[config.mk]
export PLATFORM = sky130hd
export DESIGN_NAME = alu8_stepper
export DESIGN_NICKNAME = d
export VERILOG_FILES = /design/src/rtl/alu8_pkg.sv /design/src/rtl/alu8_ripple.sv /design/src/rtl/alu8_core.sv /design/src/rtl/alu8_seq.sv /design/src/rtl/alu8_stepper.sv
export SDC_FILE = /design/constraint.sdc
export NUM_CORES = 1
export LEC_CHECK = 0
export BUFFER_PORTS_ARGS = -buffer_cell sky130_fd_sc_hd__buf_2
export CAP_MARGIN = 20
export CORE_UTILIZATION = 51
export CTS_BUF_LIST = sky130_fd_sc_hd__clkbuf_16
export DETAILED_ROUTE_END_ITERATION = 10
export PLACE_DENSITY = 0.71
export SETUP_SLACK_MARGIN = 0.02
export SLEW_MARGIN = 20
export SYNTH_ARGS = -nofsm -noshare
export SYNTH_HDL_FRONTEND = slang
export SYNTH_SLANG_ARGS = --single-unit
export TNS_END_PERCENT = 20
[constraint.sdc]
create_clock -name clk_i -period 3.25 [get_ports clk_i]
set_clock_uncertainty 0.1 [all_clocks]
set_input_delay 0.325 -clock clk_i [delete_from_list [all_inputs] [get_ports clk_i]]
set_output_delay 0.325 -clock clk_i [all_outputs]
set_load 0.02 [all_outputs]
[src/rtl/alu8_pkg.sv]
package alu8_pkg;

  typedef enum logic [2:0] {
    ST_LOAD_A  = 3'd0,
    ST_LOAD_B  = 3'd1,
    ST_SEL_OP  = 3'd2,
    ST_COMPUTE = 3'd3,
    ST_OUTPUT  = 3'd4
  } stage_e;

  typedef enum logic [2:0] {
    OP_ADD = 3'b000,
    OP_SUB = 3'b001,
    OP_AND = 3'b010,
    OP_OR  = 3'b011,
    OP_XOR = 3'b100,
    OP_NOT = 3'b101,
    OP_SHL = 3'b110,
    OP_SHR = 3'b111
  } op_e;

  typedef struct packed {
    logic zero;
    logic carry;
    logic ovf;
    logic neg;
  } flags_t;

endpackage

[src/rtl/alu8_ripple.sv]
module alu8_ripple #(
  parameter int W = 8
) (
  input  logic [W-1:0] a,
  input  logic [W-1:0] b,
  input  logic         cin,
  output logic [W-1:0] sum,
  output logic         cout,
  output logic         cmsb
);
  logic [W:0] c;

  assign c[0] = cin;

  genvar i;
  for (i = 0; i < W; i++) begin : g_bit
    assign sum[i] = a[i] ^ b[i] ^ c[i];
    assign c[i+1] = (a[i] & b[i]) | (c[i] & (a[i] ^ b[i]));
  end

  assign cout = c[W];
  // carry into the sign bit, for overflow detection
  assign cmsb = c[W-1];
endmodule

[src/rtl/alu8_core.sv]
module alu8_core
  import alu8_pkg::*;
#(
  parameter int W = 8
) (
  input  logic [W-1:0] a,
  input  logic [W-1:0] b,
  input  op_e          op,
  output logic [W-1:0] res,
  output flags_t       fl
);
  localparam int SW = $clog2(W);
  localparam logic [W-1:0] W_LIM = W[W-1:0];

  logic         is_sub;
  logic [W-1:0] b_eff;
  logic [W-1:0] sum;
  logic         cout;
  logic         cmsb;
  logic [SW-1:0] shamt;
  logic         shift_all;

  assign is_sub = (op == OP_SUB);
  assign b_eff  = is_sub ? ~b : b;

  alu8_ripple #(.W(W)) u_add (
    .a    (a),
    .b    (b_eff),
    .cin  (is_sub),
    .sum  (sum),
    .cout (cout),
    .cmsb (cmsb)
  );

  assign shamt     = b[SW-1:0];
  assign shift_all = (b >= W_LIM);

  always_comb begin
    res      = '0;
    fl.carry = 1'b0;
    fl.ovf   = 1'b0;
    unique case (op)
      OP_ADD, OP_SUB: begin
        res      = sum;
        fl.carry = is_sub ? ~cout : cout;
        fl.ovf   = cout ^ cmsb;
      end
      OP_AND: res = a & b;
      OP_OR:  res = a | b;
      OP_XOR: res = a ^ b;
      OP_NOT: res = ~a;
      OP_SHL: res = shift_all ? '0 : (a << shamt);
      OP_SHR: res = shift_all ? '0 : (a >> shamt);
      default: res = '0;
    endcase
    fl.zero = (res == '0);
    fl.neg  = res[W-1];
  end
endmodule

[src/rtl/alu8_seq.sv]
module alu8_seq
  import alu8_pkg::*;
(
  input  logic   clk_i,
  input  logic   rst_n,
  input  logic   step_i,
  output stage_e stage_q,
  output logic   ld_a,
  output logic   ld_b,
  output logic   ld_op,
  output logic   do_compute,
  output logic   leave_out
);
  stage_e stage_d;

  always_comb begin
    stage_d = stage_q;
    if (step_i) begin
      unique case (stage_q)
        ST_LOAD_A:  stage_d = ST_LOAD_B;
        ST_LOAD_B:  stage_d = ST_SEL_OP;
        ST_SEL_OP:  stage_d = ST_COMPUTE;
        ST_COMPUTE: stage_d = ST_OUTPUT;
        ST_OUTPUT:  stage_d = ST_LOAD_A;
        default:    stage_d = ST_LOAD_A;
      endcase
    end
  end

  always_ff @(posedge clk_i or negedge rst_n) begin
    if (!rst_n) stage_q <= ST_LOAD_A;
    else        stage_q <= stage_d;
  end

  assign ld_a       = step_i && (stage_q == ST_LOAD_A);
  assign ld_b       = step_i && (stage_q == ST_LOAD_B);
  assign ld_op      = step_i && (stage_q == ST_SEL_OP);
  assign do_compute = step_i && (stage_q == ST_COMPUTE);
  assign leave_out  = step_i && (stage_q == ST_OUTPUT);
endmodule

[src/rtl/alu8_stepper.sv]
module alu8_stepper
  import alu8_pkg::*;
#(
  parameter int W = 8
) (
  input  logic         clk_i,
  input  logic         rst_ni,
  input  logic         step_i,
  input  logic [W-1:0] a_i,
  input  logic [W-1:0] b_i,
  input  logic [2:0]   op_i,
  output logic [W-1:0] result_o,
  output logic         zero_o,
  output logic         carry_o,
  output logic         ovf_o,
  output logic         neg_o,
  output logic         ready_o
);
  // reset: asserted asynchronously, released on the clock
  logic [1:0] rst_sync_q;
  logic       rst_n;

  always_ff @(posedge clk_i or negedge rst_ni) begin
    if (!rst_ni) rst_sync_q <= 2'b00;
    else         rst_sync_q <= {rst_sync_q[0], 1'b1};
  end
  assign rst_n = rst_sync_q[1];

  stage_e stage_q;
  logic   ld_a, ld_b, ld_op, do_compute, leave_out;

  alu8_seq u_seq (
    .clk_i      (clk_i),
    .rst_n      (rst_n),
    .step_i     (step_i),
    .stage_q    (stage_q),
    .ld_a       (ld_a),
    .ld_b       (ld_b),
    .ld_op      (ld_op),
    .do_compute (do_compute),
    .leave_out  (leave_out)
  );

  logic [W-1:0] a_q, b_q, res_q, res_d;
  op_e          op_q;
  flags_t       fl_q, fl_d;
  logic         ready_q, ready_d;

  alu8_core #(.W(W)) u_core (
    .a   (a_q),
    .b   (b_q),
    .op  (op_q),
    .res (res_d),
    .fl  (fl_d)
  );

  always_ff @(posedge clk_i or negedge rst_n) begin
    if (!rst_n) begin
      a_q  <= '0;
      b_q  <= '0;
      op_q <= OP_ADD;
    end else begin
      if (ld_a)  a_q  <= a_i;
      if (ld_b)  b_q  <= b_i;
      if (ld_op) op_q <= op_e'(op_i);
    end
  end

  always_ff @(posedge clk_i or negedge rst_n) begin
    if (!rst_n) begin
      res_q <= '0;
      fl_q  <= '0;
    end else if (do_compute) begin
      res_q <= res_d;
      fl_q  <= fl_d;
    end
  end

  always_comb begin
    ready_d = ready_q;
    if (do_compute)     ready_d = 1'b1;
    else if (leave_out) ready_d = 1'b0;
  end

  always_ff @(posedge clk_i or negedge rst_n) begin
    if (!rst_n) ready_q <= 1'b0;
    else        ready_q <= ready_d;
  end

  assign result_o = res_q;
  assign zero_o   = fl_q.zero;
  assign carry_o  = fl_q.carry;
  assign ovf_o    = fl_q.ovf;
  assign neg_o    = fl_q.neg;
  assign ready_o  = ready_q;
endmodule

==> metrics.md <==
| Metric | Value |
|---|---|
| Outcome | complete, but fails checks |
| Failing checks | negative setup slack |
| Startpoint Class | flip-flop |
| Wire length on met3 | 439 um |
| Power per standard cell area | 1200 nW/um2 |
| Final Hold Vio Count | 0 |
| Max VDD drop | 0.548 mV |
| Core Area | 5240 um2 |
| Clk sinks | 36 |
| CTS tree | yes |
| Clock Path Buffers | 2 |
| Post-synth net total | 364 |
| Top cell type's share of synthesized area | 0.317 |
| Worst Setup End Kind | flip-flop |
| Drt first pass iters | 4 |
| Fillcell total | 467 |
| Critical Path AT | 4.40 ns |
| DP Cell Count | 426 |
| Transition time at the pin with the least slew margin | 0.576 ns |
| Tot GR Track Use | 0.265 |
| Worst-path clk slew | 0.06 ns |
| RSZ-0062 raised after global routing | yes |
| Pre-CTS setup slack | -1.18 ns |
| Final antenna-violating net count | 0 |
| Area grow syn2layout | 19.4% |
| Max Clk Rate | 0.231 GHz |
| HPWL Detailed | 5020 um |
| WL met1 | 3240 um |
| Post-synthesis register bit count | 36 |
| Avg Cell Area, Syn | 8.94 um2 |
| Final WL | 6990 um |
| Sequential fraction of the synthesis area | 0.317 |
| Maximum fanout along the worst path | 4 |
| Total number of vias | 2442 |
| Final Power | 4.09 mW |
| Hold slack | 0.142 ns |
| Slew headroom | 0.615 |
| First-pass GRT wire length | 12300 um |
| Antenna Cells | 0 |
| Buffers on Ports | 34 |
| Design area | 3400 um2 |
| Period utilisation layout | 1.33 |
| Synth Cell Area | 2840 um2 |
| Ys async rst share | 1.00 |
| Buffer type at the clock tree root | clkbuf_16 |
| Top metal layer carrying routed signals | met4 |
| GPL Wtd Cong | 0.913 |
| CTS buffer count | 5 |
| Post-synth cell types | 49 |
| H-Tree Depth | 2 |
| Routed wire per std cell | 16.0 um |
| Area after DPL | 3210 um2 |
| Area of the multi-input gates | 1770 um2 |
| Vias in the first global route | 2446 |
| Largest net degree at the start of global routing | 35 |
| Syn Inst Count | 318 |
| Grt ovf | 0 |
| Top cell type by total area after synthesis | dfrtp_1 |
| Nets | 413 |
| EDFF count, synth | 0 |
| HP Class | in2reg |
| YS warnings | 0 |
| Final setup fails | 7 |
| Ys flop type | dfrtp_1 |
| Vias per std cell | 5.58 |
| Starting DRT DRC Count | 179 |
| Starting density of the core | 0.543 |
| # DRC | 0 |
| Crit path time final | 4.32 ns |
| P_leak | 1.59 nW |
| Area contributors post-synth | dfrtp_1 (32%), ha_1 (7.5%), o21ai_0 (6.0%), nand2_1 (5.7%), fa_1 (4.9%) |
| Register area | 901 um2 |
| Die W | 76.7 um |
| Share of cells above drive strength 1 | 0.261 |
| Die area | 5880 um2 |
| Crit path kind | reg2reg |
| Metal2 WL | 3210 um |
| Initial antenna violation count | 0 |
| Die H | 76.7 um |
| Worst Path Required | 3.33 ns |
| Ports | 35 |
| Max Cap Violations | 0 |
| Non-filler cells, final | 438 |
| Slew Limit Fails | 0 |
| Row count | 26 |
| Worst setup margin | -1.07 ns |
| Clock Latency Late Sink | 0.28 ns |
## cells by family (layout without fill, tap and decap cells)
| logic type | after synthesis | count (layout) | share of synthesized area |
|---|---|---|---|
| fa+ha+maj | 24 | 24 | 0.124 |
| xor+xnor | 9 | 9 | 0.0277 |
| buf+inv | 46 | 96 | 0.0721 |
| compound gates | 87 | 87 | 0.191 |
| flops | 36 | 36 | 0.317 |
| simple gates | 91 | 91 | 0.149 |
| other cells | 1 | 1 | 0.00132 |
| mux | 24 | 24 | 0.117 |
## routing by layer
layer	vias to the layer above	global-route usage
li1	1204	-
met1	1144	0.378
met2	82	0.404
met3	12	0.0464
met4	0	0.0942
met5	-	0
## metrics by stage
stage / util / setup TNS [ns]
final: 0.649 / -4.03
after global routing: 0.649 / -5.26
after CTS: 0.649 / -3.99
after detailed placement: 0.613 / -4.64
after global placement: 0.613 / -4.03
after floorplan: - / -5.58
## synthesized netlist by cell type (all sizes together) (2+ instances only)
master	count
a211o	2
a211oi	4
a21o	4
a21oi	10
a31oi	7
and3	2
and3b	3
buf	12
clkbuf	12
dfrtp	36
fa	7
ha	17
inv	21
mux2	6
mux2i	12
mux4	6
nand2	43
nand2b	7
nand3	3
nand4	2
nor2	17
nor2b	6
nor3	4
o211ai	3
o21ai	37
o22ai	4
o31ai	5
or2	3
xnor2	8
## path summary, 6_finish.rpt
kind                                          from                   to  slack (ns)  depth (start not counted)
max                            op_q[2]$_DFFE_PN0P_   zero_o$_DFFE_PN0P_       -1.07                         19
min                                         a_i[2]   a_q[2]$_DFFE_PN0P_        0.14                          3
max reg2reg                    op_q[2]$_DFFE_PN0P_   zero_o$_DFFE_PN0P_       -1.07                         19
min reg2reg                rst_sync_q[1]$_DFF_PN0_  op_q[0]$_DFFE_PN0P_        0.18                          1
max in group asynchronous  rst_sync_q[1]$_DFF_PN0_   b_q[2]$_DFFE_PN0P_        2.56                          1
min in group asynchronous  rst_sync_q[1]$_DFF_PN0_  op_q[0]$_DFFE_PN0P_        0.18                          1
## cells in the final DEF (no fill, tap or decap), types with 3 or more instances in the layout
cell type,n
o211ai_1,3
nor2b_1,6
mux2i_1,12
nand2_1,43
and3b_1,3
mux4_2,3
nand2b_1,7
o21ai_0,33
buf_4,31
a31oi_1,7
fa_2,5
mux2_2,6
inv_1,20
o31ai_1,5
o22ai_1,4
buf_2,34
xnor2_1,8
clkbuf_16,5
ha_1,17
or2_2,3
nand3_1,3
o21ai_1,3
a21oi_1,9
a211oi_1,3
dfrtp_1,36
nor3_1,3
mux4_1,3
a21o_1,4
nor2_1,17
## sequential cells by signal, indices dropped and copies added, names as in the netlist
register and flops:
u_seq.stage_q 3, zero_o 1, ready_o 1, b_q 8
op_q 3, carry_o 1, rst_sync_q 2, a_q 8
result_o 8, ovf_o 1
## timing repair
| action | in CTS | in global routing |
|---|---|---|
| setup buffers | 3 | 0 |
| gates resized for setup | 4 | 0 |
| pin swaps | 5 | 0 |
| endpoints found under the hold margin | 2 | 0 |
| setup endpoints to repair | 7 | 7 |
| hold buffers | 1 | 0 |
## worst max-delay path, stage by stage (launching register included)
cell and delay (ns):
dfrtp_1 0.41, nor3_4 0.28, nand2_1 0.12, o21ai_2 0.08, fa_2 0.21, inv_1 0.05, fa_2 0.34, fa_2 0.34
inv_2 0.06, fa_1 0.15, inv_1 0.05, fa_2 0.34, fa_2 0.36, fa_1 0.48, nor2_1 0.04, a31oi_1 0.15
o22ai_1 0.11, a31oi_1 0.22, nand4_1 0.13, o31ai_1 0.22
## layout make-up
class	instances	area share
clock buffer	5	0.0368
sequential	36	0.265
multi-input combinational	236	0.521
inverter	22	0.0243
tap	70	0.0258
clock inverter	3	0.00552
timing repair buffer	66	0.122
## power by group
part | switching, mW | internal, mW
logic | 1.53 | 1.26
clock network | 0.193 | 0.282
registers | 0.174 | 0.647
Power figures use the tool's default switching activity.
